`src/rtl/irq_trig_pkg.sv`:
```
package irq_trig_pkg;

    localparam int unsigned LINES   = 16;
    localparam int unsigned BYTE_W  = 8;
    localparam int unsigned NREG    = LINES / BYTE_W;
    localparam int unsigned ADDR_W  = (NREG > 1) ? $clog2(NREG) : 1;

    typedef enum logic {
        TRIG_EDGE  = 1'b0,
        TRIG_LEVEL = 1'b1
    } trig_mode_e;

    typedef struct packed {
        logic              wr;
        logic [ADDR_W-1:0] addr;
        logic [BYTE_W-1:0] data;
    } host_wr_t;

    // Lines 0..2 and 8 are fixed to edge mode; all others may change mode.
    function automatic logic [LINES-1:0] writable_mask();
        logic [LINES-1:0] m;
        for (int i = 0; i < int'(LINES); i++) begin
            m[i] = !((i <= 2) || (i == 8));
        end
        return m;
    endfunction

endpackage

```
`src/rtl/irq_line_sync.sv`:
```
module irq_line_sync #(
    parameter int unsigned STAGES = 2
) (
    input  logic clk,
    input  logic rst,
    input  logic raw_in,
    output logic sync_out
);
    logic [STAGES-1:0] chain;

    always_ff @(posedge clk) begin
        if (rst) begin
            chain <= '0;
        end else begin
            chain[0] <= raw_in;
            for (int s = 1; s < int'(STAGES); s++) begin
                chain[s] <= chain[s-1];
            end
        end
    end

    assign sync_out = chain[STAGES-1];

    AST_SYNC_FIRST: assert property (@(posedge clk) disable iff (rst)
        !$past(rst) |-> (chain[0] == $past(raw_in)));

    AST_SYNC_LAST: assert property (@(posedge clk) disable iff (rst)
        !$past(rst) |-> (sync_out == $past(chain[(STAGES > 1) ? STAGES-2 : 0]) || STAGES == 1));
endmodule

```
`src/rtl/irq_mode_regs.sv`:
```
module irq_mode_regs
    import irq_trig_pkg::*;
(
    input  logic                clk,
    input  logic                rst,
    input  host_wr_t            hw,
    output logic [BYTE_W-1:0]   rdata,
    output logic [LINES-1:0]    mode_word
);
    localparam logic [LINES-1:0] WMASK = writable_mask();

    logic [LINES-1:0] ctl_q;

    for (genvar r = 0; r < int'(NREG); r++) begin : g_byte
        localparam logic [BYTE_W-1:0] BMASK = WMASK[r*BYTE_W +: BYTE_W];

        always_ff @(posedge clk) begin
            if (rst) begin
                ctl_q[r*BYTE_W +: BYTE_W] <= '0;
            end else if (hw.wr && (hw.addr == ADDR_W'(r))) begin
                ctl_q[r*BYTE_W +: BYTE_W] <= hw.data & BMASK;
            end
        end

        AST_WRITE_TAKES: assert property (@(posedge clk) disable iff (rst)
            (hw.wr && hw.addr == ADDR_W'(r)) |=>
            (mode_word[r*BYTE_W +: BYTE_W] == ($past(hw.data) & BMASK)));

        AST_OTHER_HOLDS: assert property (@(posedge clk) disable iff (rst)
            !(hw.wr && hw.addr == ADDR_W'(r)) |=>
            $stable(mode_word[r*BYTE_W +: BYTE_W]));
    end

    always_comb begin
        rdata = ctl_q[hw.addr*BYTE_W +: BYTE_W];
    end

    assign mode_word = ctl_q;

    AST_FIXED_ZERO: assert property (@(posedge clk) disable iff (rst)
        (mode_word & ~WMASK) == '0);
endmodule

```
`src/rtl/irq_req_cond.sv`:
```
module irq_req_cond
    import irq_trig_pkg::*;
(
    input  logic       clk,
    input  logic       rst,
    input  trig_mode_e mode,
    input  logic       lvl,
    input  logic       eoi,
    output logic       req
);
    logic prev_q;
    logic lat_q;
    logic rise;

    assign rise = lvl & ~prev_q;

    always_ff @(posedge clk) begin
        if (rst) begin
            prev_q <= 1'b0;
            lat_q  <= 1'b0;
        end else begin
            prev_q <= lvl;
            if (mode == TRIG_LEVEL) begin
                lat_q <= 1'b0;
            end else if (rise) begin
                lat_q <= 1'b1;
            end else if (eoi) begin
                lat_q <= 1'b0;
            end
        end
    end

    assign req = (mode == TRIG_LEVEL) ? lvl : lat_q;

    AST_EDGE_STICKY: assert property (@(posedge clk) disable iff (rst)
        (mode == TRIG_EDGE && $past(mode) == TRIG_EDGE && $past(req) && !$past(eoi))
        |-> req);

    AST_EOI_CLEAR: assert property (@(posedge clk) disable iff (rst)
        (mode == TRIG_EDGE && $past(mode) == TRIG_EDGE && $past(eoi) && !$past(rise))
        |-> !req);

    AST_LEVEL_NO_LATCH: assert property (@(posedge clk) disable iff (rst)
        (mode == TRIG_LEVEL && !lvl) |-> !req);

    AST_SWITCH_DISCARD: assert property (@(posedge clk) disable iff (rst)
        (mode == TRIG_EDGE && $past(mode) == TRIG_LEVEL) |-> !req);
endmodule

```
`src/rtl/irq_trig_ctl.sv`:
```
module irq_trig_ctl
    import irq_trig_pkg::*;
#(
    parameter int unsigned SYNC_STAGES = 2
) (
    input  logic                clk,
    input  logic                rst,
    input  logic                host_wr,
    input  logic [ADDR_W-1:0]   host_addr,
    input  logic [BYTE_W-1:0]   host_wdata,
    output logic [BYTE_W-1:0]   host_rdata,
    input  logic [LINES-1:0]    irq_raw,
    input  logic [LINES-1:0]    eoi_clr,
    output logic [LINES-1:0]    irq_req
);
    host_wr_t         hw;
    logic [LINES-1:0] mode_word;
    logic [LINES-1:0] sync_lvl;

    assign hw.wr   = host_wr;
    assign hw.addr = host_addr;
    assign hw.data = host_wdata;

    irq_mode_regs u_regs (
        .clk       (clk),
        .rst       (rst),
        .hw        (hw),
        .rdata     (host_rdata),
        .mode_word (mode_word)
    );

    for (genvar n = 0; n < int'(LINES); n++) begin : g_line
        trig_mode_e line_mode;
        assign line_mode = trig_mode_e'(mode_word[n]);

        irq_line_sync #(.STAGES(SYNC_STAGES)) u_sync (
            .clk      (clk),
            .rst      (rst),
            .raw_in   (irq_raw[n]),
            .sync_out (sync_lvl[n])
        );

        irq_req_cond u_cond (
            .clk  (clk),
            .rst  (rst),
            .mode (line_mode),
            .lvl  (sync_lvl[n]),
            .eoi  (eoi_clr[n]),
            .req  (irq_req[n])
        );
    end

    AST_RESET_CLEAR: assert property (@(posedge clk)
        $past(rst) |-> (mode_word == '0 && irq_req == '0));
endmodule

```
`config.mk`:
```
export PLATFORM = sky130hd
export DESIGN_NAME = irq_trig_ctl
export DESIGN_NICKNAME = d
export VERILOG_FILES = /design/src/rtl/irq_trig_pkg.sv /design/src/rtl/irq_line_sync.sv /design/src/rtl/irq_mode_regs.sv /design/src/rtl/irq_req_cond.sv /design/src/rtl/irq_trig_ctl.sv
export SDC_FILE = /design/constraint.sdc
export NUM_CORES = 1
export LEC_CHECK = 0
export ABC_CLOCK_PERIOD_IN_PS = 1100
export BUFFER_PORTS_ARGS = -buffer_cell sky130_fd_sc_hd__clkbuf_2
export CELL_PAD_IN_SITES_DETAIL_PLACEMENT = 0
export CELL_PAD_IN_SITES_GLOBAL_PLACEMENT = 1
export CORE_UTILIZATION = 41
export CTS_CLUSTER_DIAMETER = 30
export CTS_CLUSTER_SIZE = 10
export DETAILED_ROUTE_END_ITERATION = 10
export PLACE_DENSITY = 0.76
export REMOVE_ABC_BUFFERS = 1
export SKIP_LAST_GASP = 1
export SLEW_MARGIN = 10
export SYNTH_ARGS = -nofsm -noshare
export SYNTH_HDL_FRONTEND = slang
export SYNTH_SLANG_ARGS = --single-unit
```
`constraint.sdc`:
```
create_clock -name clk -period 1.1 [get_ports clk]
set_input_delay 0.11 -clock clk [delete_from_list [all_inputs] [get_ports clk]]
set_output_delay 0.11 -clock clk [all_outputs]
set_load 0.01 [all_outputs]
```
==> impl_metrics.json <==
{
  "setup.worst_path.class": "reg2out",
  "status": "finished, violations left",
  "vdd_ir_drop_max_uv": 852,
  "drv_slew": 0,
  "fin_crit_ns": 1.24,
  "die_w_um": 85.2,
  "routed_wl_um": 4840,
  "critPathLaunchType": "flip-flop",
  "period_share_pct": 113,
  "fin_ws_ns": -0.143,
  "ant_nets": 0,
  "r2r_start": "u_regs.mode_word[10]",
  "cp.required_ns": 0.99,
  "placed_cells": 370,
  "die_area_um2": 7260,
  "routedWlPerCell_um": 11.7,
  "gp_congestion": 0.676,
  "drtPass1Iterations": 4,
  "syn_inst": 253,
  "cts_buffers": 9,
  "synth.distinct_cells": 19,
  "drt_iter0_drc": 40,
  "power.leakage_nw": 1.61,
  "diodes": 0,
  "syn-cell-area_um2": 2840,
  "setup_violations": 19,
  "skew_ns": 0.00461,
  "overflow": 0,
  "io_buffers": 65,
  "maxCapViolCount": 0,
  "vias": 1848,
  "synth-seq-cells": 76,
  "grt_antenna_before_repair": 0,
  "die_h_um": 85.2,
  "synth_area_per_cell_um2": 11.2,
  "grt_usage_pct": 14.2,
  "max_freq_mhz": 805,
  "viasPerCell": 4.47,
  "post_route_cells_drive_above_1_share_pct": 39.6,
  "fillerInstances": 540,
  "yosysSeqAreaShare_pct": 53.6,
  "hp-class": "in2reg",
  "violations": "negative setup slack",
  "grt_pass1_vias": 1772,
  "clk_pin_slew_ns": 0.07,
  "final_core_util_pct": 57.8,
  "path_max_fanout": 4,
  "cts_max_level": 3,
  "p_total_w": 0.00595,
  "cp-startpoint": "u_regs.mode_word[11]",
  "grt_max_degree": 46,
  "num_rows": 29,
  "io_pins": 68,
  "insertion_delay_ns": 0.33,
  "power_density_nw_per_um2": 1570,
  "cts_tree": "yes",
  "ys_warn_count": 0,
  "finalNetCount": 375,
  "grt_pass1_wl_um": 7850,
  "tns_ns": -2.08,
  "final-hold-violation-count": 0,
  "design.core.area_um2": 6530,
  "syn2layout_area_growth_pct": 33.1,
  "cts-root-buf": "clkbuf_8",
  "whs_ns": 0.0267,
  "post-dp-hpwl_um": 2880,
  "rsz0062_at_grt": "true",
  "clk_path_buf_depth": 2,
  "worstHoldStart": "irq_raw[5]",
  "final_cells": 413,
  "initial_utilization_pct": 43.4,
  "final_common_cell": "dfxtp_1",
  "cts_sinks": 76,
  "mostFrequentLayoutCells": "dfxtp_1, nor2b_1, clkbuf_2, nand2b_1, buf_6",
  "cp.arrival_ns": 1.13,
  "route.detailed.drc": 0,
  "endpoint_kind": "output port"
}
[metal layers]
layer / wire, um / vias up / track usage [%]
met4: 59 / 0 / 7.86
met2: 2210 / 48 / 22.3
met5: 0 / - / 0
met1: 2380 / 840 / 17.5
met3: 194 / 6 / 4.28
li1: - / 954 / -
[power by group]
part	switching (W)	internal, W
logic	0.000198	0.000338
clock network	0.000992	0.00150
registers	0.0000608	0.00286
total	0.00125	0.00470
[cell usage after synthesis, drive strengths merged]
master  count  area share, %
mux2       17            6.7
nand2b     47             10
buf        28            7.8
mux2i      10            3.5
nor2b      49             11
conb        1           0.13
nand3       2           0.35
a21oi       6            1.2
a211oi     12            3.9
dfxtp      76             54
a21bo       2           0.71
nand2       1           0.22
and2        2           0.44
[through the flow]
stage               setup WS [ns]  cell area, um^2
floorplan                   0.268             2620
global placement           0.0965             3090
detailed placement         0.0937             3090
CTS                        -0.172             3650
global route               -0.196             3780
finish                     -0.143             3780
[worst max-delay path: stages, from the launching register on]
cell and delay (ns):
dfxtp_4 0.37, mux2_4 0.31, buf_6 0.12
[flip-flops by register name (all words and copies together) (netlist names)]
name	flops
g_line.u_cond.lat_q	16
g_line.u_cond.prev_q	16
g_line.u_sync.chain	32
u_regs.mode_word	12
[cell type report]
class	count	area [um^2]	share of cell area (%)
well taps	77	96.3	2.55
clock inverters	7	115	3.05
multi-input cells	149	1160	30.8
flip-flops and latches	76	1550	41.1
repair buffers	95	726	19.2
clock buffers	9	124	3.28
[final timing paths]
kind	endpoint	depth (start not counted)	slack [ns]
worst max register to register	u_regs.mode_word[10]	5	0.07
worst min-delay path	g_line[5].u_sync.chain[0]	2	0.03
worst max-delay path	irq_req[11]	2	-0.14
worst min register to register	g_line[11].u_sync.chain[1]	1	0.44
[timing repair]
action / 4_1_cts / 5_1_grt
hold endpoints to repair: 17 / 0
setup endpoints to repair: 19 / 19
buffers inserted: 9 / 1
gates resized for setup: 32 / 41
hold buffers: 17 / 0
[cells by family (layout without fill, tap and decap cells)]
group                  Yosys count  count (layout)  share of synthesized area (%)
AOI/OAI and AO/OA               20              20                           5.78
buffers and inverters           28             111                           7.76
DFF                             76              76                           53.6
muxes                           27              27                           10.3
other                            1               1                          0.132
and+or+nand+nor                101             101                           22.4
No activity file was read; power rests on OpenSTA's default activity.
